## src/rtl/dseq_pkg.sv

```systemverilog
// Shared phase encoding and fixed config length for the DMA event sequencer.
package dseq_pkg;
    typedef enum logic [1:0] {
        PH_CFG  = 2'd0,
        PH_DAT  = 2'd1,
        PH_ILV  = 2'd2,
        PH_BUSY = 2'd3
    } phase_e;

    localparam int CFG_BEATS = 16;
endpackage

```

## src/rtl/dseq_len_calc.sv

```systemverilog
// Derives the per-phase beat counts and the result word count from the
// latched frame length. Purely combinational. Assumes FL_W >= 4.
module dseq_len_calc #(
    parameter int FL_W = 16,
    localparam int LW  = FL_W + 2
) (
    input  logic [FL_W-1:0] fl,
    output logic [LW-1:0]   dat_beats,
    output logic [LW-1:0]   ilv_beats,
    output logic [LW-1:0]   res_words
);
    logic [LW-1:0] flx;

    // Round the three lengths up to their required granularity.
    always_comb begin
        flx       = {2'b00, fl};
        dat_beats = ((flx + LW'(1)) >> 1) << 1;
        ilv_beats = ((flx + LW'(6)) >> 2) << 1;
        res_words = (flx + LW'(31)) >> 5;
    end
endmodule

```

## src/rtl/dseq_proc_stub.sv

```systemverilog
// Fixed-latency stand-in for the decoder. It waits PROC_CYCLES edges after
// start, pulses the read request, and serves res_words result words.
// Assumes PROC_CYCLES >= 2 and res_words >= 1 whenever it is started.
module dseq_proc_stub #(
    parameter int FL_W        = 16,
    parameter int PROC_CYCLES = 24,
    localparam int LW = FL_W + 2,
    localparam int TW = $clog2(PROC_CYCLES + 1)
) (
    input  logic            clk,
    input  logic            rst_n,
    input  logic            start,
    input  logic [FL_W-1:0] fl,
    input  logic [LW-1:0]   res_words,
    input  logic            rd_en,
    output logic [31:0]     rd_data,
    output logic            rd_req_evt,
    output logic            last_read
);
    logic          run_q, out_q, req_q;
    logic [TW-1:0] tmr_q;
    logic [LW-1:0] idx_q;

    // Final read is accepted when output is active and the last word is popped.
    always_comb begin
        last_read = out_q && rd_en && (idx_q == res_words - LW'(1));
        rd_data   = out_q ? {16'(idx_q), 16'(fl)} : 32'd0;
    end

    // Latency timer, output window and result index.
    always_ff @(posedge clk) begin
        if (!rst_n) begin
            run_q <= 1'b0;
            out_q <= 1'b0;
            req_q <= 1'b0;
            tmr_q <= '0;
            idx_q <= '0;
        end else begin
            req_q <= 1'b0;
            if (start) begin
                run_q <= 1'b1;
                tmr_q <= '0;
            end else if (run_q) begin
                if (tmr_q == TW'(PROC_CYCLES - 1)) begin
                    run_q <= 1'b0;
                    out_q <= 1'b1;
                    req_q <= 1'b1;
                    idx_q <= '0;
                end else begin
                    tmr_q <= tmr_q + TW'(1);
                end
            end
            if (out_q && rd_en) begin
                if (last_read) out_q <= 1'b0;
                else           idx_q <= idx_q + LW'(1);
            end
        end
    end

    assign rd_req_evt = req_q;

    // the result index never leaves the window of valid words.
    assert_idx_in_window_R6: assert property (@(posedge clk) disable iff (!rst_n)
        out_q |-> (idx_q < res_words));
    // the read request is a single-cycle pulse.
    assert_rd_evt_pulse_R9: assert property (@(posedge clk) disable iff (!rst_n)
        rd_req_evt |=> !rd_req_evt);
endmodule

```

## src/rtl/dma_evt_seq.sv

```systemverilog
// Front-end sequencer of a DMA-fed block decoder. After reset it requests
// input by itself, then counts write beats through the config, data and
// interleaver phases, starts the processing stub, and requests the read-out.
// Assumes the programmed frame length is at least 1.
module dma_evt_seq #(
    parameter int FL_W        = 16,
    parameter int PROC_CYCLES = 24
) (
    input  logic        clk,
    input  logic        rst_n,
    input  logic        wr_en,
    input  logic [31:0] wr_data,
    input  logic        rd_en,
    output logic [31:0] rd_data,
    output logic        wr_req_evt,
    output logic        rd_req_evt,
    output logic [1:0]  phase,
    output logic        wait_ilv,
    output logic        err
);
    import dseq_pkg::*;

    localparam int LW = FL_W + 2;

    phase_e          phase_q;
    logic [LW-1:0]   cnt_q, tgt;
    logic [FL_W-1:0] fl_q;
    logic            boot_q, wr_req_q, err_q;
    logic            beat_ok, last_beat, last_read;
    logic [LW-1:0]   dat_beats, ilv_beats, res_words;

    dseq_len_calc #(.FL_W(FL_W)) u_len (
        .fl        (fl_q),
        .dat_beats (dat_beats),
        .ilv_beats (ilv_beats),
        .res_words (res_words)
    );

    // Select the beat target of the current phase and spot its final beat.
    always_comb begin
        case (phase_q)
            PH_CFG:  tgt = LW'(CFG_BEATS);
            PH_DAT:  tgt = dat_beats;
            PH_ILV:  tgt = ilv_beats;
            default: tgt = '0;
        endcase
        beat_ok   = wr_en && (phase_q != PH_BUSY);
        last_beat = beat_ok && ((cnt_q + LW'(1)) == tgt);
    end

    dseq_proc_stub #(.FL_W(FL_W), .PROC_CYCLES(PROC_CYCLES)) u_stub (
        .clk        (clk),
        .rst_n      (rst_n),
        .start      (last_beat && (phase_q == PH_ILV)),
        .fl         (fl_q),
        .res_words  (res_words),
        .rd_en      (rd_en),
        .rd_data    (rd_data),
        .rd_req_evt (rd_req_evt),
        .last_read  (last_read)
    );

    // Phase progression, beat counting, frame-length latch, events and error.
    always_ff @(posedge clk) begin
        if (!rst_n) begin
            phase_q  <= PH_CFG;
            cnt_q    <= '0;
            fl_q     <= '0;
            boot_q   <= 1'b1;
            wr_req_q <= 1'b0;
            err_q    <= 1'b0;
        end else begin
            boot_q   <= 1'b0;
            wr_req_q <= boot_q || (last_beat && phase_q != PH_ILV) || last_read;
            if (wr_en && phase_q == PH_BUSY) err_q <= 1'b1;
            if (beat_ok && phase_q == PH_CFG && cnt_q == '0)
                fl_q <= wr_data[FL_W-1:0];
            if (beat_ok) begin
                if (last_beat) begin
                    cnt_q <= '0;
                    case (phase_q)
                        PH_CFG:  phase_q <= PH_DAT;
                        PH_DAT:  phase_q <= PH_ILV;
                        default: phase_q <= PH_BUSY;
                    endcase
                end else begin
                    cnt_q <= cnt_q + LW'(1);
                end
            end
            if (last_read) phase_q <= PH_CFG;
        end
    end

    assign wr_req_evt = wr_req_q;
    assign phase      = phase_q;
    assign wait_ilv   = (phase_q == PH_ILV);
    assign err        = err_q;

    // the config beat count stays below its fixed length.
    assert_cfg_cnt_range_R2: assert property (@(posedge clk) disable iff (!rst_n)
        (phase_q == PH_CFG) |-> (cnt_q < LW'(CFG_BEATS)));
    // no read request while interleaver indexes are still expected.
    assert_no_read_while_ilv_R4: assert property (@(posedge clk) disable iff (!rst_n)
        wait_ilv |-> !rd_req_evt);
    // the error flag is sticky.
    assert_err_sticky_R8: assert property (@(posedge clk) disable iff (!rst_n)
        err |=> err);
    // a write while busy does not move the phase.
    assert_busy_write_ignored_R8: assert property (@(posedge clk) disable iff (!rst_n)
        (phase_q == PH_BUSY && wr_en && !last_read) |=> (phase_q == PH_BUSY));
    // the write request is a single-cycle pulse.
    assert_wr_evt_pulse_R9: assert property (@(posedge clk) disable iff (!rst_n)
        wr_req_evt |=> !wr_req_evt);
endmodule

```

## config.mk

```make
export PLATFORM = sky130hd
export DESIGN_NAME = dma_evt_seq
export DESIGN_NICKNAME = d
export VERILOG_FILES = /design/src/rtl/dseq_pkg.sv /design/src/rtl/dseq_len_calc.sv /design/src/rtl/dseq_proc_stub.sv /design/src/rtl/dma_evt_seq.sv
export SDC_FILE = /design/constraint.sdc
export NUM_CORES = 1
export LEC_CHECK = 0
export BUFFER_PORTS_ARGS = -buffer_cell sky130_fd_sc_hd__buf_2
export CAP_MARGIN = 0
export CORE_AREA = 2 2 113 115
export DETAILED_ROUTE_END_ITERATION = 16
export DIE_AREA = 0 0 115 117
export RECOVER_POWER = 25
export SLEW_MARGIN = 40
export SYNTH_ARGS = -nofsm -noshare
export SYNTH_HDL_FRONTEND = slang
export SYNTH_SLANG_ARGS = --single-unit
```

## constraint.sdc

```tcl
create_clock -name clk -period 5 [get_ports clk]
set_clock_uncertainty 0.05 [all_clocks]
set_input_delay 1.25 -clock clk [delete_from_list [all_inputs] [get_ports clk]]
set_output_delay 1.25 -clock clk [all_outputs]
set_load 0.01 [all_outputs]
```

==> results_tabular.tex <==
\begin{tabular}{lr}
\hline
Metric & Value \\
\hline
\multicolumn{2}{l}{\textbf{Detailed routing}} \\
\quad WL per Instance & about 16 um \\
\quad Total via count after detailed routing & between 5,000 and 6,000 \\
\quad 1st-pass router iterations & 4 \\
\quad Residual DRC count & 0 \\
\quad Drt initial violations & approximately 320 \\
\quad Total wirelength of the detailed-routed design & approximately 14 mm \\
\quad Number of nets with antenna violations after routing & 0 \\
\quad Vias per Instance & about 5.8 \\
\multicolumn{2}{l}{\textbf{Worst setup path}} \\
\quad Maximum fanout along the worst path & 28 \\
\quad Startpoint type of the worst setup path & register \\
\quad Critical path arrival & approximately 4.9 ns \\
\quad Type of the worst setup path & reg2reg \\
\quad Critical path data required time & roughly 5.2 ns \\
\quad Capturing element type of the critical path & register \\
\multicolumn{2}{l}{\textbf{Clocking}} \\
\quad TritonCTS clock tree & done \\
\quad Cell chosen for the clock root & clkbuf\_16 \\
\quad Maximum buffer depth of the clock tree & 2 \\
\quad Clock latency of the later-clocked register in the worst-skew pair & 0.35 ns \\
\quad Clock buffers created by TritonCTS & 9 \\
\quad Clock sinks & 65 \\
\quad Post-CTS Setup Repair Bufs & 0 \\
\quad Post-cts hold buffer count & 0 \\
\quad \# H-tree levels & 3 \\
\quad Clock Pin Slew Worst Setup and Hold Paths & approximately 0.060 ns \\
\quad Post-cts resize count & 0 \\
\multicolumn{2}{l}{\textbf{Timing}} \\
\quad Final setup violation count & 0 \\
\quad Ratio of final minimum period to clock period & 0.938 \\
\quad Total count of hold-check failures in the final report & 0 \\
\quad Highest attainable clock frequency & $\sim$210 MHz \\
\quad Setup total negative slack & 0 ns \\
\quad Crit path setup slack, layout & just over 0.3 ns \\
\quad Final period demand of the worst path & 4.69 ns \\
\quad Number of pins with negative max-slew slack in the final report & 38 \\
\quad RSZ-0062 raised after global routing & false \\
\quad Max\_slew headroom & -0.120 \\
\quad Hold\_ws & 0.402 ns \\
\quad Worst slew pin tran & 1.68 ns \\
\multicolumn{2}{l}{\textbf{Power}} \\
\quad Power per cell area & 250 nW/um2 \\
\quad Peak supply drop & 0.161 mV \\
\quad Design Power & 1.51 mW \\
\quad Standby leakage power & between 2 and 2.5 nW \\
\multicolumn{2}{l}{\textbf{Floorplanning}} \\
\quad Initial Utilization & 0.437 \\
\quad Overall die area & roughly 13,000 um2 \\
\quad X dimension of the die & about 120 um \\
\quad Vert. Die Dim & $\sim$120 um \\
\quad Number of rows in the core area & between 40 and 50 \\
\quad Core Footprint & around 12,000 um2 \\
\quad Number of I/O pins & between 70 and 80 \\
\multicolumn{2}{l}{\textbf{Worst hold path}} \\
\quad Worst min-delay path category & reg2reg \\
\multicolumn{2}{l}{\textbf{Finish}} \\
\quad Top library cells by usage in the layout, fill and taps aside & nor2\_1, dfxtp\_1, nand2\_1 \\
\quad Fraction of final layout cells with drive strength greater than 1 & 0.136 \\
\quad Post-Layout Inst Area & just over 6000 um2 \\
\quad Synth-to-Final Area Change & 12.1\% \\
\quad Leading cell type in the layout, fill and taps excluded & nor2\_1 \\
\quad Number of nets in the layout & 780 \\
\quad Antenna Cells & 0 \\
\multicolumn{2}{l}{\textbf{Run status}} \\
\quad Run status & complete, but fails checks \\
\quad Violations in the final reports & capacitance limit, slew limit \\
\multicolumn{2}{l}{\textbf{Placement}} \\
\quad Post-DP Area & 5720 um2 \\
\quad IO buf count & 57 \\
\quad Worst slack at placement & 0.336 ns \\
\quad Sum of net half-perimeters after detailed placement & roughly 10 mm \\
\quad Final weighted congestion in routability-driven placement & around 0.88 \\
\multicolumn{2}{l}{\textbf{Logic synthesis}} \\
\quad Post-Synthesis Net Count & approximately 750 \\
\quad Area contributors post-synth & dfxtp\_1, xnor2\_1, nor2\_1 \\
\quad Synthesized instance count & roughly 700 \\
\quad Sequential share of the synthesized area & 0.242 \\
\quad Register bit total from synthesis & 65 \\
\quad Mean instance size in the synthesized netlist & between 7 and 8 um2 \\
\quad Ys flop type & dfxtp\_1 \\
\quad Unique masters post-synth & 65 \\
\quad EDFF count, synth & 0 \\
\quad Yosys warning total & 0 \\
\quad Async SR Flop Fraction & 0 \\
\quad Synth top area share & 0.242 \\
\quad Cell type contributing the most total cell area after synthesis & dfxtp\_1 \\
\quad Cell Area, Synth & roughly 5400 um2 \\
\multicolumn{2}{l}{\textbf{Global routing}} \\
\quad Sum of overflow across all layers after global routing & 0 \\
\quad Maximum number of pins on one net before global-route repair & 38 \\
\quad First-pass GRT wire length & 23.2 mm \\
\quad Via count of the first global-routing pass & 4,700 \\
\quad Overall Global Routing Usage & 0.218 \\
\quad Number of antenna violations at the first check in global routing & 0 \\
\multicolumn{2}{l}{\textbf{Flow run}} \\
\quad Number of violations of the max-capacitance limit & 1 \\
\hline
\end{tabular}
-- worst paths after layout --
kind                 from          endpoint  slack, ns  cells past startpoint
setup / recovery  fl_q[1]  u_stub.idx_q[12]       0.31                     16
hold / removal     boot_q        wr_req_evt       0.40                      2
setup reg to reg  fl_q[1]  u_stub.idx_q[12]       0.31                     16
hold reg to reg    boot_q        wr_req_evt       0.40                      2
-- critical path, cell delays in order (launching register included) --
cell and delay, ns:
dfxtp_1 0.38, inv_1 0.11, ha_1 0.17, or4b_1 0.53
nand2_1 0.12, xor2_1 0.15, ha_1 0.24, nand2_1 0.06
or3_1 0.37, o21a_1 0.24, or4_1 0.52, a222oi_1 0.38
nand4_1 0.29, o2111ai_4 0.25, buf_4 0.32, nor3b_1 0.10
a211o_1 0.28
-- synth_stat cells (3+ instances only) --
cell type / instances
nor2b_1: 3
buf_2: 14
and2_1: 39
a211oi_1: 3
a31oi_1: 5
nor3b_1: 10
nand3_1: 19
a21oi_1: 37
nand3b_1: 9
clkbuf_1: 36
nand2_1: 53
or3_1: 16
o21ai_0: 34
xnor3_1: 3
dfxtp_1: 65
mux2i_1: 23
ha_1: 9
buf_6: 3
inv_1: 13
o22ai_1: 9
a21o_1: 6
nor4_1: 14
a22oi_1: 3
a211o_1: 12
and4_1: 6
o211ai_1: 9
and3_1: 9
nor4b_1: 4
nand2b_1: 5
or4_1: 5
nor3_1: 33
o21a_1: 4
xor2_1: 21
or2_2: 4
nand4_1: 17
xnor2_1: 49
nor2_1: 70
-- state kept, by name, indices dropped and copies added (netlist names) --
| name | count |
|---|---|
| fl_q | 16 |
| u_stub.out_q | 1 |
| err | 1 |
| phase | 2 |
| u_stub.run_q | 1 |
| u_stub.rd_req_evt | 1 |
| boot_q | 1 |
| u_stub.tmr_q | 5 |
| wr_req_evt | 1 |
| u_stub.idx_q | 18 |
| cnt_q | 18 |
-- per-layer routing --
layer | global-route usage | share of wire | vias up | wire length (um)
met5 | 0 | 0 | - | 0
met4 | 0.0843 | 0.018 | 0 | 258
met3 | 0.0376 | 0.040 | 16 | 579
met2 | 0.344 | 0.46 | 101 | 6520
met1 | 0.297 | 0.49 | 2471 | 6980
li1 | - | - | 2589 | -
-- metrics by stage --
step	cells	util
2_1_floorplan	709	-
4_1_cts	890	0.491
3_5_place_dp	874	0.465
6_report	890	0.490
3_3_place_gp	874	0.464
5_1_grt	890	0.490
-- logic make-up after synthesis --
logic type / share of synthesized area
xor gates and xnor gates: 0.126
muxes: 0.0428
DFF: 0.242
and+or+nand+nor: 0.328
buffers and inverters: 0.0576
adders and majority gates: 0.0209
AOI/OAI and AO/OA: 0.182
-- cell type report --
| class | instances | area [um2] |
|---|---|---|
| Timing Repair Buffer | 72 | 387 |
| Sequential cell | 65 | 1300 |
| Fill cell | 1242 | 6270 |
| Clock buffer | 11 | 253 |
| Inverter | 13 | 48.8 |
| Multi-Input combinational cell | 574 | 3780 |
| Tap cell | 150 | 188 |
| Clock inverter | 5 | 77.6 |
-- power breakdown --
group	total [mW]	switching, mW	internal [mW]	leakage, nW
registers	0.559	0.0297	0.530	0.527
logic	0.243	0.138	0.106	1.61
clock network	0.705	0.243	0.462	0.162
Power figures use the tool's default switching activity.
